--- src/rtl/xprot_pkg.sv ---
package xprot_pkg;

    localparam int REG_W  = 16;
    localparam int ADDR_W = 2;

    typedef enum logic [ADDR_W-1:0] {
        ADR_CTRL = 2'd0,
        ADR_WIN  = 2'd1,
        ADR_STAT = 2'd2,
        ADR_NONE = 2'd3
    } reg_addr_e;

    localparam int CTRL_SUP_BIT  = 2;
    localparam int STAT_EVT_BIT  = 2;
    localparam int STAT_LIVE_BIT = 1;
    localparam int STAT_IDLE_BIT = 0;

    typedef struct packed {
        logic evt;
        logic live;
        logic idle;
    } stat_t;

    function automatic logic [REG_W-1:0] pack_status(stat_t s);
        logic [REG_W-1:0] r;
        r                = '0;
        r[STAT_EVT_BIT]  = s.evt;
        r[STAT_LIVE_BIT] = s.live;
        r[STAT_IDLE_BIT] = s.idle;
        return r;
    endfunction

    function automatic logic [REG_W-1:0] pack_ctrl(logic sup);
        logic [REG_W-1:0] r;
        r               = '0;
        r[CTRL_SUP_BIT] = sup;
        return r;
    endfunction

endpackage

--- src/rtl/xprot_sync_filter.sv ---
module xprot_sync_filter #(
    parameter int SYNC_STAGES = 2,
    parameter int FILT_TAPS   = 3
) (
    input  logic clk,
    input  logic rst,
    input  logic pin_async,
    output logic live,
    output logic rise
);
    localparam int MAJ_LIMIT = FILT_TAPS / 2;

    logic [SYNC_STAGES-1:0] sync_q;
    logic [FILT_TAPS-1:0]   tap_q;
    logic                   filt;
    logic                   filt_d;

    generate
        genvar gi;
        for (gi = 0; gi < SYNC_STAGES; gi++) begin : g_sync
            always_ff @(posedge clk) begin
                if (rst) begin
                    sync_q[gi] <= 1'b0;
                end else if (gi == 0) begin
                    sync_q[gi] <= pin_async;
                end else begin
                    sync_q[gi] <= sync_q[(gi == 0) ? 0 : gi-1];
                end
            end
        end
        for (gi = 0; gi < FILT_TAPS; gi++) begin : g_tap
            always_ff @(posedge clk) begin
                if (rst) begin
                    tap_q[gi] <= 1'b0;
                end else if (gi == 0) begin
                    tap_q[gi] <= sync_q[SYNC_STAGES-1];
                end else begin
                    tap_q[gi] <= tap_q[(gi == 0) ? 0 : gi-1];
                end
            end
        end
    endgenerate

    assign live = sync_q[SYNC_STAGES-1];
    assign filt = ($countones(tap_q) > MAJ_LIMIT);

    always_ff @(posedge clk) begin
        if (rst) filt_d <= 1'b0;
        else     filt_d <= filt;
    end

    assign rise = filt & ~filt_d;

    // an edge needs a majority of taps high
    a_r2_rise_has_majority: assert property (@(posedge clk) disable iff (rst)
        rise |-> ($countones(tap_q) >= MAJ_LIMIT + 1));

endmodule

--- src/rtl/xprot_regs.sv ---
module xprot_regs
    import xprot_pkg::*;
#(
    parameter int               WIN_W   = 16,
    parameter logic [WIN_W-1:0] WIN_RST = WIN_W'(1000)
) (
    input  logic              clk,
    input  logic              rst,
    input  logic              we,
    input  logic [ADDR_W-1:0] addr,
    input  logic [REG_W-1:0]  wdata,
    input  logic              evt_rise,
    input  logic              live,
    input  logic              idle,
    output logic [REG_W-1:0]  rdata,
    output logic              sup_en,
    output logic [WIN_W-1:0]  win_val,
    output logic              evt,
    output logic              evt_clr
);
    logic             sup_q;
    logic [WIN_W-1:0] win_q;
    logic             evt_q;
    logic             wr_ctrl;
    logic             wr_win;
    logic             wr_stat0;
    stat_t            stat;

    assign wr_ctrl  = we && (reg_addr_e'(addr) == ADR_CTRL);
    assign wr_win   = we && (reg_addr_e'(addr) == ADR_WIN);
    assign wr_stat0 = we && (reg_addr_e'(addr) == ADR_STAT) && !wdata[STAT_EVT_BIT];
    assign evt_clr  = wr_stat0 && evt_q && !evt_rise;

    always_ff @(posedge clk) begin
        if (rst) begin
            sup_q <= 1'b0;
            win_q <= WIN_RST;
            evt_q <= 1'b0;
        end else begin
            if (wr_ctrl) sup_q <= wdata[CTRL_SUP_BIT];
            if (wr_win)  win_q <= wdata[WIN_W-1:0];
            if (evt_rise)     evt_q <= 1'b1;
            else if (evt_clr) evt_q <= 1'b0;
        end
    end

    always_comb begin
        stat.evt  = evt_q;
        stat.live = live;
        stat.idle = idle;
        rdata     = '0;
        case (reg_addr_e'(addr))
            ADR_CTRL: rdata = pack_ctrl(sup_q);
            ADR_WIN:  rdata[WIN_W-1:0] = win_q;
            ADR_STAT: rdata = pack_status(stat);
            default:  rdata = '0;
        endcase
    end

    assign sup_en  = sup_q;
    assign win_val = win_q;
    assign evt     = evt_q;

    // flag holds unless a clearing write arrives
    a_r5_evt_sticky: assert property (@(posedge clk) disable iff (rst)
        (evt_q && !wr_stat0) |=> evt_q);
    // a new edge always leaves the flag set
    a_r6_edge_wins: assert property (@(posedge clk) disable iff (rst)
        evt_rise |=> evt_q);

endmodule

--- src/rtl/xprot_timer.sv ---
module xprot_timer #(
    parameter int WIN_W = 16
) (
    input  logic             clk,
    input  logic             rst,
    input  logic             sup_en,
    input  logic             evt_rise,
    input  logic             evt_clr,
    input  logic [WIN_W-1:0] win_val,
    output logic             idle
);
    logic             run_q;
    logic [WIN_W-1:0] cnt_q;
    logic             idle_q;
    logic             force_auto;
    logic             expire;

    assign force_auto = evt_rise && !sup_en;
    assign expire     = run_q && (cnt_q == '0);

    always_ff @(posedge clk) begin
        if (rst) begin
            run_q  <= 1'b0;
            cnt_q  <= '0;
            idle_q <= 1'b0;
        end else begin
            if (force_auto || expire) idle_q <= 1'b1;
            if (evt_rise && sup_en) begin
                run_q <= 1'b1;
                cnt_q <= win_val;
            end else if (evt_clr) begin
                run_q <= 1'b0;
            end else if (run_q && (cnt_q != '0)) begin
                cnt_q <= cnt_q - 1'b1;
            end
        end
    end

    assign idle = idle_q;

    // autonomous fault requests idle on the next edge
    a_r4_auto_idle: assert property (@(posedge clk) disable iff (rst)
        (evt_rise && !sup_en) |=> idle_q);
    // window countdown advances by one per clock
    a_r8_count_step: assert property (@(posedge clk) disable iff (rst)
        (run_q && (cnt_q != '0) && !evt_rise && !evt_clr) |=> (cnt_q == $past(cnt_q) - 1'b1));
    // exhausted window requests idle
    a_r8_expire_idle: assert property (@(posedge clk) disable iff (rst)
        expire |=> idle_q);
    // acknowledge stops the window
    a_r9_ack_stops: assert property (@(posedge clk) disable iff (rst)
        evt_clr |=> !run_q);
    // idle request is latched
    a_r10_idle_latched: assert property (@(posedge clk) disable iff (rst)
        idle_q |=> idle_q);

endmodule

--- src/rtl/xprot_ctrl.sv ---
module xprot_ctrl
    import xprot_pkg::*;
#(
    parameter int SYNC_STAGES = 2,
    parameter int FILT_TAPS   = 3,
    parameter int WIN_W       = 16
) (
    input  logic              clk,
    input  logic              rst,
    input  logic              xray_pin_i,
    input  logic              reg_we_i,
    input  logic [ADDR_W-1:0] reg_addr_i,
    input  logic [REG_W-1:0]  reg_wdata_i,
    output logic [REG_W-1:0]  reg_rdata_o,
    output logic              irq_o,
    output logic              idle_o
);
    logic             live;
    logic             rise;
    logic             sup_en;
    logic [WIN_W-1:0] win_val;
    logic             evt;
    logic             evt_clr;
    logic             idle;

    xprot_sync_filter #(
        .SYNC_STAGES(SYNC_STAGES),
        .FILT_TAPS  (FILT_TAPS)
    ) u_filt (
        .clk      (clk),
        .rst      (rst),
        .pin_async(xray_pin_i),
        .live     (live),
        .rise     (rise)
    );

    xprot_regs #(
        .WIN_W(WIN_W)
    ) u_regs (
        .clk     (clk),
        .rst     (rst),
        .we      (reg_we_i),
        .addr    (reg_addr_i),
        .wdata   (reg_wdata_i),
        .evt_rise(rise),
        .live    (live),
        .idle    (idle),
        .rdata   (reg_rdata_o),
        .sup_en  (sup_en),
        .win_val (win_val),
        .evt     (evt),
        .evt_clr (evt_clr)
    );

    xprot_timer #(
        .WIN_W(WIN_W)
    ) u_timer (
        .clk     (clk),
        .rst     (rst),
        .sup_en  (sup_en),
        .evt_rise(rise),
        .evt_clr (evt_clr),
        .win_val (win_val),
        .idle    (idle)
    );

    assign irq_o  = evt && sup_en;
    assign idle_o = idle;

    // interrupt only accompanies a recorded event
    a_r7_irq_needs_evt: assert property (@(posedge clk) disable iff (rst)
        irq_o |-> evt);

endmodule

--- config.mk ---
export PLATFORM = sky130hd
export DESIGN_NAME = xprot_ctrl
export DESIGN_NICKNAME = d
export VERILOG_FILES = /design/src/rtl/xprot_pkg.sv /design/src/rtl/xprot_sync_filter.sv /design/src/rtl/xprot_regs.sv /design/src/rtl/xprot_timer.sv /design/src/rtl/xprot_ctrl.sv
export SDC_FILE = /design/constraint.sdc
export NUM_CORES = 1
export LEC_CHECK = 0
export CAP_MARGIN = 20
export CORE_MARGIN = 2
export CORE_UTILIZATION = 50
export CTS_CLUSTER_DIAMETER = 120
export DETAILED_ROUTE_END_ITERATION = 8
export GPL_TIMING_DRIVEN = 0
export HOLD_SLACK_MARGIN = 0.05
export PLACE_DENSITY = 0.81
export SYNTH_ARGS = -nofsm -noshare
export SYNTH_HDL_FRONTEND = slang
export SYNTH_SLANG_ARGS = --single-unit
--- constraint.sdc ---
create_clock -name clk -period 4.5 [get_ports clk]
set_clock_uncertainty 0.2 [all_clocks]
set_input_delay 1.35 -clock clk [delete_from_list [all_inputs] [get_ports clk]]
set_output_delay 1.35 -clock clk [all_outputs]
set_load 0.03 [all_outputs]
==> results of run 1 <==
[per-stage QoR]
| step | cell area, µm² | cells | TNS (ns) | setup WS, ns | hold WS, ns |
|---|---|---|---|---|---|
| after detailed placement | 2535 | 336 | -6.931 | -0.5891 | 0.2328 |
| after CTS | 2635 | 344 | -0.07151 | -0.07151 | 0.2520 |
| after global routing | 2600 | 344 | -0.006059 | -0.003438 | 0.2638 |
| final | 2600 | 344 | 0 | 0.07279 | 0.2465 |
| after floorplan | 2082 | 247 | 0 | 0.6739 | 0.2138 |
| after global placement | 2535 | 336 | -6.650 | -0.5631 | 0.2221 |
[per-layer routing]
| layer | global-route usage (%) | vias to the layer above | part of all wire, % |
|---|---|---|---|
| met2 | 37.62 | 66 | 48 |
| met5 | 0 | - | 0 |
| met4 | 11.00 | 0 | 1.9 |
| met1 | 32.66 | 895 | 45 |
| met3 | 4.708 | 8 | 5.5 |
| li1 | - | 973 | - |
[state kept, by name, summed over array words and instances, names as in the netlist]
| register | flops |
|---|---|
| u_filt.live | 1 |
| u_filt.tap_q | 3 |
| u_regs.evt | 1 |
| u_timer.cnt_q | 16 |
| u_regs.sup_en | 1 |
| u_regs.win_val | 16 |
| u_timer.idle | 1 |
| u_timer.run_q | 1 |
| u_filt.sync_q | 1 |
| u_filt.filt_d | 1 |
[layout make-up]
class | count | area (µm²)
timing repair buffer | 39 | 354.1
clock buffer | 7 | 86.33
buffer | 14 | 61.31
sequential | 42 | 840.8
inverter | 2 | 7.507
tap | 50 | 62.56
multi-input combinational | 189 | 1182
fill | 371 | 1400
clock inverter | 1 | 5.005
[cell families (layout without fill, tap and decap cells)]
group,after synthesis,after routing,synth area share [%]
and+or+nand+nor,136,136,37.08
muxes,2,2,0.9616
xor gates and xnor gates,5,5,2.103
DFF,42,42,40.38
adders and majority gates,2,2,1.202
AOI/OAI and AO/OA,44,44,15.33
buffers and inverters,16,63,2.945
[repair_timing]
action / 4_1_cts / 5_1_grt
gates cloned: 0 / 0
gates resized for setup: 38 / 19
pin swaps: 0 / 0
setup endpoints to repair: 16 / 10
[power breakdown]
group | internal [W] | switching (W)
sequential | 0.000379 | 0.00000602
clock | 0.000124 | 0.000125
combinational | 0.0000325 | 0.0000345
[worst paths after layout]
path         slack, ns          endpoint  cells after the start        startpoint
max               0.07   reg_rdata_o[14]                      6     reg_addr_i[0]
min               0.25       u_filt.live                      1  u_filt.sync_q[0]
max reg2reg       1.97  u_timer.cnt_q[8]                      7  u_timer.cnt_q[0]
min reg2reg       0.25       u_filt.live                      1  u_filt.sync_q[0]
[critical path, cell delays in order]
cell and delay, ns:
clkdlybuf4s50_1 0.54, nor2b_1 0.15, clkbuf_4 0.20, clkbuf_4 0.20, and2_1 0.14, clkdlybuf4s18_2 0.29
[placed cells by master, fill, tap and decap left out, types with 2 or more instances in the layout]
cell             instances
clkbuf_2                 2
o31ai_1                  4
clkbuf_4                 2
nor2b_1                  8
nor3b_1                  2
nor4_4                   2
buf_2                    5
clkbuf_1                12
xor2_1                   4
mux2i_1                  2
a311oi_1                 8
nand3_1                  3
nor3_1                   5
nor2_1                  21
clkdlybuf4s18_2          3
clkbuf_8                 6
dlygate4sd2_1            6
inv_1                    2
or4_1                    4
ha_1                     2
a22o_1                   3
a21oi_1                 15
and2_1                  16
nor2_4                   2
or3_1                    3
o21ai_0                  3
nand4_1                  6
or4_4                    2
nand2_1                 43
nand3b_1                 6
clkdlybuf4s50_1         23
a211oi_1                 6
nor4_1                   3
dfxtp_1                 42
==> results.yml, run 1 <==
drt:
  first_pass_iters: 4
  ant_nets: 0
  wl_per_cell_um: 15.05
  drtIter0Drc: 157
  wl_mm: 5.177
  dr_total_vias: 1942
  via_per_inst: 5.645
  drc: 0
final_layout:
  fin_nets: 317
  antenna_cells: 0
  area.growth.synth_to_final_pct: 24.88
  utilization_pct: 65.00
  drive_above_1_share_pct: 11.56
synthesis:
  synth_most_common_cell: "nand2_1"
  syn-num-nets: 271
  synth_area_um2: 2082
  ys_seq_area_share_pct: 40.38
  synth_area_per_cell_um2: 8.429
  ys.flop_type: "dfxtp_1"
  yosys.area.top_type: "dfxtp_1"
  synth-seq-cells: 42
  synth_cells: 247
  ys_top_cells_by_area: "dfxtp_1, nand2_1, and2_1, nor2_1, a21oi_1"
  synthTopCellsByCount: "nand2_1, dfxtp_1, nor2_1"
  synth-async-reset-ratio_pct: 0
  yosysTopAreaCellShare_pct: 40.38
  yosysUniqueCellTypes: 43
  yosysWarningCount: 0
  synth_enable_flop_cells: 0
grt:
  antenna_found_initial: 0
  grt_pass1_vias: 1801
  grt_use_total_pct: 24.30
  grt_pass1_wl_mm: 8.376
  grt_max_degree: 13
  grt.overflow.total: 0
die:
  die_h_um: 68.53
  start_util_pct: 52.05
  io_pins: 40
  die-area_um2: 4696
  die_w_um: 68.53
  core_um2: 4000
  row_count: 23
critical_path:
  cp_max_fo: 10
  timing.critical_path.required_ns: 2.95
  cp.arrival_ns: 2.88
  setup.worst_path.class: "in2out"
  startpoint_type: "primary input"
  end_kind: "primary output"
cts:
  clockBufferDepth: 2
  cts_tree: "yes"
  cts_setup_buffers: 0
  clock_latency_ns: 0.29
  path_clk_slew_ns: 0.08
  htreeDepth: 2
  cts_sinks: 42
  cts_buffers: 5
  hold_buffers: 0
  clock_tree.root_cell: "clkbuf_8"
sta:
  slew_headroom_pct: 64.08
  drv_slew: 0
  worstMarginPinSlew_ns: 0.5388
  post-route-period-util_pct: 98.38
  setup_viol: 0
  max_clock_freq_ghz: 0.2259
  hold_viol: 0
  fin_crit_ns: 4.427
run:
  cap_violations: 0
power:
  p_leak_nw: 1.019
  irDropWorstVdd_mv: 0.1623
  p_per_area_nw_per_um2: 269.4
  p_total_w: 0.0007006
hold_path:
  min_path_type: "reg2reg"
placement:
  hpwl_mm: 3.730
  portBuffers: 39
  gp_congestion: 0.8923
run_status:
  status: "finished clean"
Power figures use the tool's default switching activity.
==> inputs of run 2 (changes only) <==
- TNS_END_PERCENT: unset -> 1
==> results of run 2 <==
The final DEF is identical to that of run 1; final timing and power are the same.
